--- config.mk ---
export PLATFORM = sky130hd
export DESIGN_NAME = rxq_top
export DESIGN_NICKNAME = d
export VERILOG_FILES = /design/src/rtl/rxq_pkg.sv /design/src/rtl/rxq_store.sv /design/src/rtl/rxq_trigger.sv /design/src/rtl/rxq_timeout.sv /design/src/rtl/rxq_top.sv
export SDC_FILE = /design/constraint.sdc
export NUM_CORES = 1
export LEC_CHECK = 0
export BUFFER_PORTS_ARGS = -buffer_cell sky130_fd_sc_hd__buf_2
export CAP_MARGIN = 40
export CELL_PAD_IN_SITES_DETAIL_PLACEMENT = 0
export CELL_PAD_IN_SITES_GLOBAL_PLACEMENT = 2
export CORE_UTILIZATION = 42
export DETAILED_ROUTE_END_ITERATION = 10
export GPL_TIMING_DRIVEN = 0
export PLACE_DENSITY = 0.87
export SETUP_SLACK_MARGIN = 0.2
export SLEW_MARGIN = 20
export SYNTH_ARGS = -nofsm -noshare
export SYNTH_HDL_FRONTEND = slang
export SYNTH_SLANG_ARGS = --single-unit
--- constraint.sdc ---
create_clock -name clk -period 2.33 [get_ports clk]
set_input_delay 0.233 -clock clk [delete_from_list [all_inputs] [get_ports clk]]
set_output_delay 0.233 -clock clk [all_outputs]
set_load 0.03 [all_outputs]
--- src/rtl/rxq_pkg.sv ---
package rxq_pkg;
  localparam int DATA_W = 8;
  localparam int TAG_W  = 3;

  typedef struct packed {
    logic [TAG_W-1:0]  tags;
    logic [DATA_W-1:0] data;
  } rxq_entry_t;
endpackage

--- src/rtl/rxq_store.sv ---
module rxq_store
  import rxq_pkg::*;
#(
  parameter int DEPTH = 16,
  localparam int AW    = (DEPTH > 1) ? $clog2(DEPTH) : 1,
  localparam int CNT_W = $clog2(DEPTH + 1)
) (
  input  logic             clk,
  input  logic             rst_n,
  input  logic             fifo_en,
  input  logic             wr_req,
  input  rxq_entry_t       wr_entry,
  input  logic             rd_req,
  output rxq_entry_t       head_entry,
  output logic [DATA_W-1:0] last_data,
  output logic [CNT_W-1:0] fill,
  output logic             pop,
  output logic             drop
);
  rxq_entry_t       mem [DEPTH];
  logic [AW-1:0]    wr_ptr_q, wr_ptr_d;
  logic [AW-1:0]    rd_ptr_q, rd_ptr_d;
  logic [CNT_W-1:0] fill_q, fill_d;
  logic [DATA_W-1:0] last_q, last_d;
  logic [CNT_W-1:0] cap;
  logic             full, push;

  always_comb begin
    cap  = fifo_en ? CNT_W'(DEPTH) : CNT_W'(1);
    full = (fill_q >= cap);
    pop  = rd_req && (fill_q != '0);
    push = wr_req && (!full || pop);
    drop = wr_req && !push;

    wr_ptr_d = wr_ptr_q;
    rd_ptr_d = rd_ptr_q;
    fill_d   = fill_q;
    last_d   = last_q;
    if (push) wr_ptr_d = (wr_ptr_q == AW'(DEPTH - 1)) ? '0 : wr_ptr_q + 1'b1;
    if (pop) begin
      rd_ptr_d = (rd_ptr_q == AW'(DEPTH - 1)) ? '0 : rd_ptr_q + 1'b1;
      last_d   = mem[rd_ptr_q].data;
    end
    case ({push, pop})
      2'b10:   fill_d = fill_q + 1'b1;
      2'b01:   fill_d = fill_q - 1'b1;
      default: fill_d = fill_q;
    endcase
  end

  always_ff @(posedge clk or negedge rst_n) begin
    if (!rst_n) begin
      wr_ptr_q <= '0;
      rd_ptr_q <= '0;
      fill_q   <= '0;
      last_q   <= '0;
    end else begin
      wr_ptr_q <= wr_ptr_d;
      rd_ptr_q <= rd_ptr_d;
      fill_q   <= fill_d;
      last_q   <= last_d;
    end
  end

  for (genvar gi = 0; gi < DEPTH; gi++) begin : g_slot
    logic slot_we;
    assign slot_we = push && (wr_ptr_q == AW'(gi));
    always_ff @(posedge clk) begin
      if (slot_we) mem[gi] <= wr_entry;
    end
  end

  assign head_entry = mem[rd_ptr_q];
  assign last_data  = last_q;
  assign fill       = fill_q;

  assert_no_overflow_R3: assert property (@(posedge clk) disable iff (!rst_n)
    fill_q <= CNT_W'(DEPTH));
  assert_empty_read_holds_R10: assert property (@(posedge clk) disable iff (!rst_n)
    (rd_req && fill_q == '0 && !wr_req) |=> ($stable(rd_ptr_q) && fill_q == '0));
  assert_collision_accepts_R11: assert property (@(posedge clk) disable iff (!rst_n)
    (wr_req && rd_req && fill_q != '0) |=> $stable(fill_q));
endmodule

--- src/rtl/rxq_trigger.sv ---
module rxq_trigger #(
  parameter int CNT_W = 5
) (
  input  logic             fifo_en,
  input  logic [1:0]       trig_sel,
  input  logic [CNT_W-1:0] fill,
  output logic             level_hit
);
  logic [CNT_W-1:0] level;

  always_comb begin
    case (trig_sel)
      2'b00:   level = CNT_W'(1);
      2'b01:   level = CNT_W'(4);
      2'b10:   level = CNT_W'(8);
      default: level = CNT_W'(14);
    endcase
    level_hit = fifo_en ? (fill >= level) : (fill != '0);
  end
endmodule

--- src/rtl/rxq_timeout.sv ---
module rxq_timeout #(
  parameter int TMO_W = 6
) (
  input  logic       clk,
  input  logic       rst_n,
  input  logic [1:0] word_len,
  input  logic       bit_tick,
  input  logic       nonempty,
  input  logic       arrive,
  input  logic       retire,
  output logic       tmo
);
  logic [TMO_W-1:0] cnt_q, cnt_d, limit;
  logic             tmo_q, tmo_d, hit;

  always_comb begin
    limit = TMO_W'(32) + TMO_W'({word_len, 2'b00});
    hit   = nonempty && bit_tick && !arrive && !retire && !tmo_q &&
            (cnt_q == limit - 1'b1);
    cnt_d = cnt_q;
    if (arrive || retire)                        cnt_d = '0;
    else if (nonempty && bit_tick && cnt_q != limit) cnt_d = cnt_q + 1'b1;
    tmo_d = tmo_q;
    if (retire)   tmo_d = 1'b0;
    else if (hit) tmo_d = 1'b1;
  end

  always_ff @(posedge clk or negedge rst_n) begin
    if (!rst_n) begin
      cnt_q <= '0;
      tmo_q <= 1'b0;
    end else begin
      cnt_q <= cnt_d;
      tmo_q <= tmo_d;
    end
  end

  assign tmo = tmo_q;

  assert_idle_needs_data_R7: assert property (@(posedge clk) disable iff (!rst_n)
    $rose(tmo_q) |-> $past(nonempty && bit_tick));
  assert_idle_clears_on_read_R8: assert property (@(posedge clk) disable iff (!rst_n)
    retire |=> !tmo_q);
endmodule

--- src/rtl/rxq_top.sv ---
module rxq_top
  import rxq_pkg::*;
#(
  parameter int DEPTH = 16,
  parameter int TMO_W = 6,
  localparam int CNT_W = $clog2(DEPTH + 1)
) (
  input  logic        clk,
  input  logic        rst_n,
  input  logic        fifo_en,
  input  logic [1:0]  word_len,
  input  logic [1:0]  trig_sel,
  input  logic        rx_irq_en,
  input  logic        chr_valid,
  input  logic [7:0]  chr_data,
  input  logic [2:0]  chr_err,
  input  logic        bit_tick,
  input  logic        hold_rd,
  input  logic        status_rd,
  output logic [7:0]  hold_data,
  output logic        data_ready,
  output logic [2:0]  line_err,
  output logic        overrun,
  output logic        irq_rx,
  output logic        irq_is_timeout
);
  rxq_entry_t        wr_entry, head_entry;
  logic [DATA_W-1:0] last_data;
  logic [CNT_W-1:0]  fill;
  logic              pop, drop, level_hit, tmo, ovr_q, ovr_d, nonempty;

  always_comb begin
    wr_entry.data = chr_data;
    wr_entry.tags = chr_err;
  end

  rxq_store #(.DEPTH(DEPTH)) u_store (
    .clk(clk), .rst_n(rst_n), .fifo_en(fifo_en),
    .wr_req(chr_valid), .wr_entry(wr_entry), .rd_req(hold_rd),
    .head_entry(head_entry), .last_data(last_data), .fill(fill),
    .pop(pop), .drop(drop)
  );

  rxq_trigger #(.CNT_W(CNT_W)) u_trig (
    .fifo_en(fifo_en), .trig_sel(trig_sel), .fill(fill), .level_hit(level_hit)
  );

  assign nonempty = (fill != '0);

  rxq_timeout #(.TMO_W(TMO_W)) u_tmo (
    .clk(clk), .rst_n(rst_n), .word_len(word_len), .bit_tick(bit_tick),
    .nonempty(nonempty), .arrive(chr_valid), .retire(pop), .tmo(tmo)
  );

  always_comb begin
    ovr_d = ovr_q;
    if (drop)           ovr_d = 1'b1;
    else if (status_rd) ovr_d = 1'b0;
  end

  always_ff @(posedge clk or negedge rst_n) begin
    if (!rst_n) ovr_q <= 1'b0;
    else        ovr_q <= ovr_d;
  end

  always_comb begin
    data_ready     = nonempty;
    hold_data      = nonempty ? head_entry.data : last_data;
    line_err       = nonempty ? head_entry.tags : '0;
    overrun        = ovr_q;
    irq_is_timeout = tmo;
    irq_rx         = rx_irq_en && (level_hit || tmo);
  end

  assert_drop_sets_overrun_R3: assert property (@(posedge clk) disable iff (!rst_n)
    drop |=> overrun);
  assert_single_mode_R4: assert property (@(posedge clk) disable iff (!rst_n)
    (!fifo_en && chr_valid && data_ready && !hold_rd) |=> overrun);
  assert_no_irq_disabled_R9: assert property (@(posedge clk) disable iff (!rst_n)
    (!rx_irq_en) |-> !irq_rx);
endmodule

==> run summary <==
min Tclk post-route: 2697 ps
gpl congestion: 0.7727
H-tree depth: 1
nets@finish: 641
period utilization: 1.158
highest clock rate: 0.3708 GHz
Die ar.: 0.02101 mm2
yosys warns: 0
hold path startpoint: word_len[0]
pwr/cell area: 1174 mW/mm2
WS Path Type: register to primary output
flops & latches, synth: 205
CTS buffer count: 21
Synth Instances: 495
# IOs: 38
Mean Syn Cell Area: 17.34 um2
VDD IR-drop max: 0.4630 mV
Synth Area in Adders: 0.02712
CP Capture Type: primary output
vias in the first global route: 4890
Critical Path, Cell by Cell: buf_12 > buf_4 > mux4_2 > mux2_2 > o21ai_1 > o21ai_0 > buf_2
post-synthesis cell type count: 46
Antenna Nets Post-Route: 0
first-pass GRT wire length: 28080 um
most common cell after layout, fill and taps aside: edfxtp_1
Global Route Usage Sum: 0.1763
share of flip-flops with an asynchronous set or reset: 0.1415
setup violators final: 11
Synth Area in Compound Gates: 0.04520
Hold Slack: 76.77 ps
top_reg_cell synth: edfxtp_1
Worst-Skew Late Latency: 490 ps
post-synthesis mux area share: 0.1464
synthesized area: 0.008582 mm2
Worst path max stage delay: 480 ps
most frequent cells in the layout: edfxtp_1 (176), mux4_2 (44), nand2_1 (38)
post-DR wirelength/cell: 22.02 um
largest family of logic cells by synthesized area: multiplexers
Post-Route WL: 19350 um
clock skew: 12.26 ps
clock-pin slew on the worst setup and hold paths: 60 ps
syn_nets: 536
initial core utilization: 0.4352
row cnt: 51
clk root buf: clkbuf_16
MaxCap Viol Count: 0
Slew HR: 0.5391
DR vias/cell: 5.530
share of cells above drive strength 1: 0.3860
drt drc: 0
peak fanout along the critical path: 9
post-synthesis xor/xnor area fraction: 0.01123
Setup crit start kind: register
actual slew at the worst max-slew pin: 691.3 ps
min-delay worst type: input port to register
Final Core Density: 0.5353
initial antenna violation count: 0
clock sink count: 205
Post-synth EDFFs: 176
DR pass1 iterations: 4
HPWL Detailed: 11180 um
total grt overflow: 0
Fin. Hold Viols: 0
Setup crit start: u_store.rd_ptr_q[0]
Synth Area in Simple Gates: 0.05074
Initial DRC Count: 357
Seq/Total Area, Yosys: 0.7004
status: finished with violations
Pins Over Slew Limit: 0
total number of vias: 4861
dpl ws: -416.8 ps
largest net degree at the start of global routing: 30
Port Buffer Count: 37
Chip Height: 144.9 um
Placed Cells: 797
final worst slack: -367.2 ps
core area: 0.01972 mm2
antenna cells: 0
reg-to-reg startpoint: u_store.fill[2]
violated checks: setup timing
TritonCTS clock tree: done
die width: 144.9 um
Layout Cells excl Fill: 879
RSZ-0062 raised after global routing: yes
Crit path required time: 2100 ps
Max stage delay cell, worst path: mux4_2
area growth from synthesis to layout: 22.99%
Total Neg Setup Slack: -3692 ps
CP arrival: 2460 ps
buffer levels on the longest clock path: 3
leakage power: 3.668 nW
cells by family (layout without fill, tap and decap cells):
| family | count (synthesis) | in the layout |
|---|---|---|
| muxes | 69 | 69 |
| xor gates and xnor gates | 11 | 11 |
| DFF | 205 | 205 |
| AOI/OAI and AO/OA | 64 | 64 |
| adders and majority gates | 18 | 18 |
| buffers and inverters | 38 | 142 |
| and+or+nand+nor | 90 | 105 |
cell type report:
cell class | count | area [um2]
clock buffers | 29 | 555.5
clock inverters | 8 | 63.81
fillers | 1521 | 9163
flip-flops and latches | 205 | 6015
inverters | 17 | 66.31
multi-input cells | 267 | 2872
well taps | 265 | 331.6
repair buffers | 67 | 466.7
plain buffers | 21 | 185.2
layer usage:
layer	up-vias	share of wire	wire length [um]	global-route usage
met4	0	0.022	422	0.05638
met5	-	0	0	0
met2	148	0.50	9682	0.2899
li1	2182	-	-	-
met3	28	0.050	964	0.02610
met1	2503	0.43	8283	0.2418
final timing paths:
kind | slack [ps] | cells after the start | endpoint
min in group asynchronous | 320 | 2 | u_store.fill[3]
setup reg to reg | 70 | 10 | u_store.fill[3]
max in group asynchronous | 1510 | 2 | u_store.rd_ptr_q[0]
hold reg to reg | 480 | 2 | u_store.last_data[4]
setup / recovery | -370 | 7 | hold_data[7]
hold / removal | 80 | 3 | u_tmo.cnt_q[4]
metrics by stage:
| stage | area, um2 | total power [mW] |
|---|---|---|
| after floorplan | 8633 | 7.250 |
| after global placement | 9150 | 8.207 |
| after detailed placement | 9150 | 8.294 |
| after CTS | 10310 | 12.16 |
| after global routing | 10560 | 12.99 |
| final | 10560 | 12.40 |
critical path: cells and delay by family (launching register included):
family,cells,cell delay [ps]
mux,2,750
buf+inv,3,460
flops,1,450
compound gates,2,310
synthesized netlist by cell type, drive strengths merged (3+ instances only):
cell type	n	area, um2
edfxtp	176	5285
ha	17	212.7
inv	17	63.81
nand2b	3	18.77
o22ai	3	18.77
o21ai	31	166.4
dfrtp	29	725.7
mux4	44	991.0
nand2	38	142.6
nand3	6	30.03
mux2	9	105.1
xnor2	9	78.83
and3	16	100.1
clkbuf	10	38.78
nor3	5	25.02
mux2i	16	160.2
nor2	13	51.30
a21o	4	30.03
a21oi	13	65.06
o31ai	3	22.52
buf	11	60.05
flip-flops by register name (all words and copies together) (netlist names):
| register | count |
|---|---|
| u_tmo.tmo | 1 |
| u_store.mem | 176 |
| u_store.fill | 5 |
| u_store.wr_ptr_q | 4 |
| u_store.rd_ptr_q | 4 |
| u_store.last_data | 8 |
| overrun | 1 |
| u_tmo.cnt_q | 6 |
power breakdown:
group | total [mW] | leakage, nW | switching (mW) | internal (mW)
registers | 4.62 | 1.95 | 0.220 | 4.40
clock network | 3.07 | 0.299 | 1.29 | 1.77
logic | 4.70 | 1.42 | 2.64 | 2.07
timing repair:
action | 4_1_cts | 5_1_grt
setup buffers | 18 | 10
hold buffers | 2 | 0
gates cloned | 3 | 12
setup endpoints to repair | 200 | 198
pin swaps | 15 | 15
endpoints found under the hold margin | 30 | 0
resized for setup | 103 | 21
(Power assumes the default switching activity.)
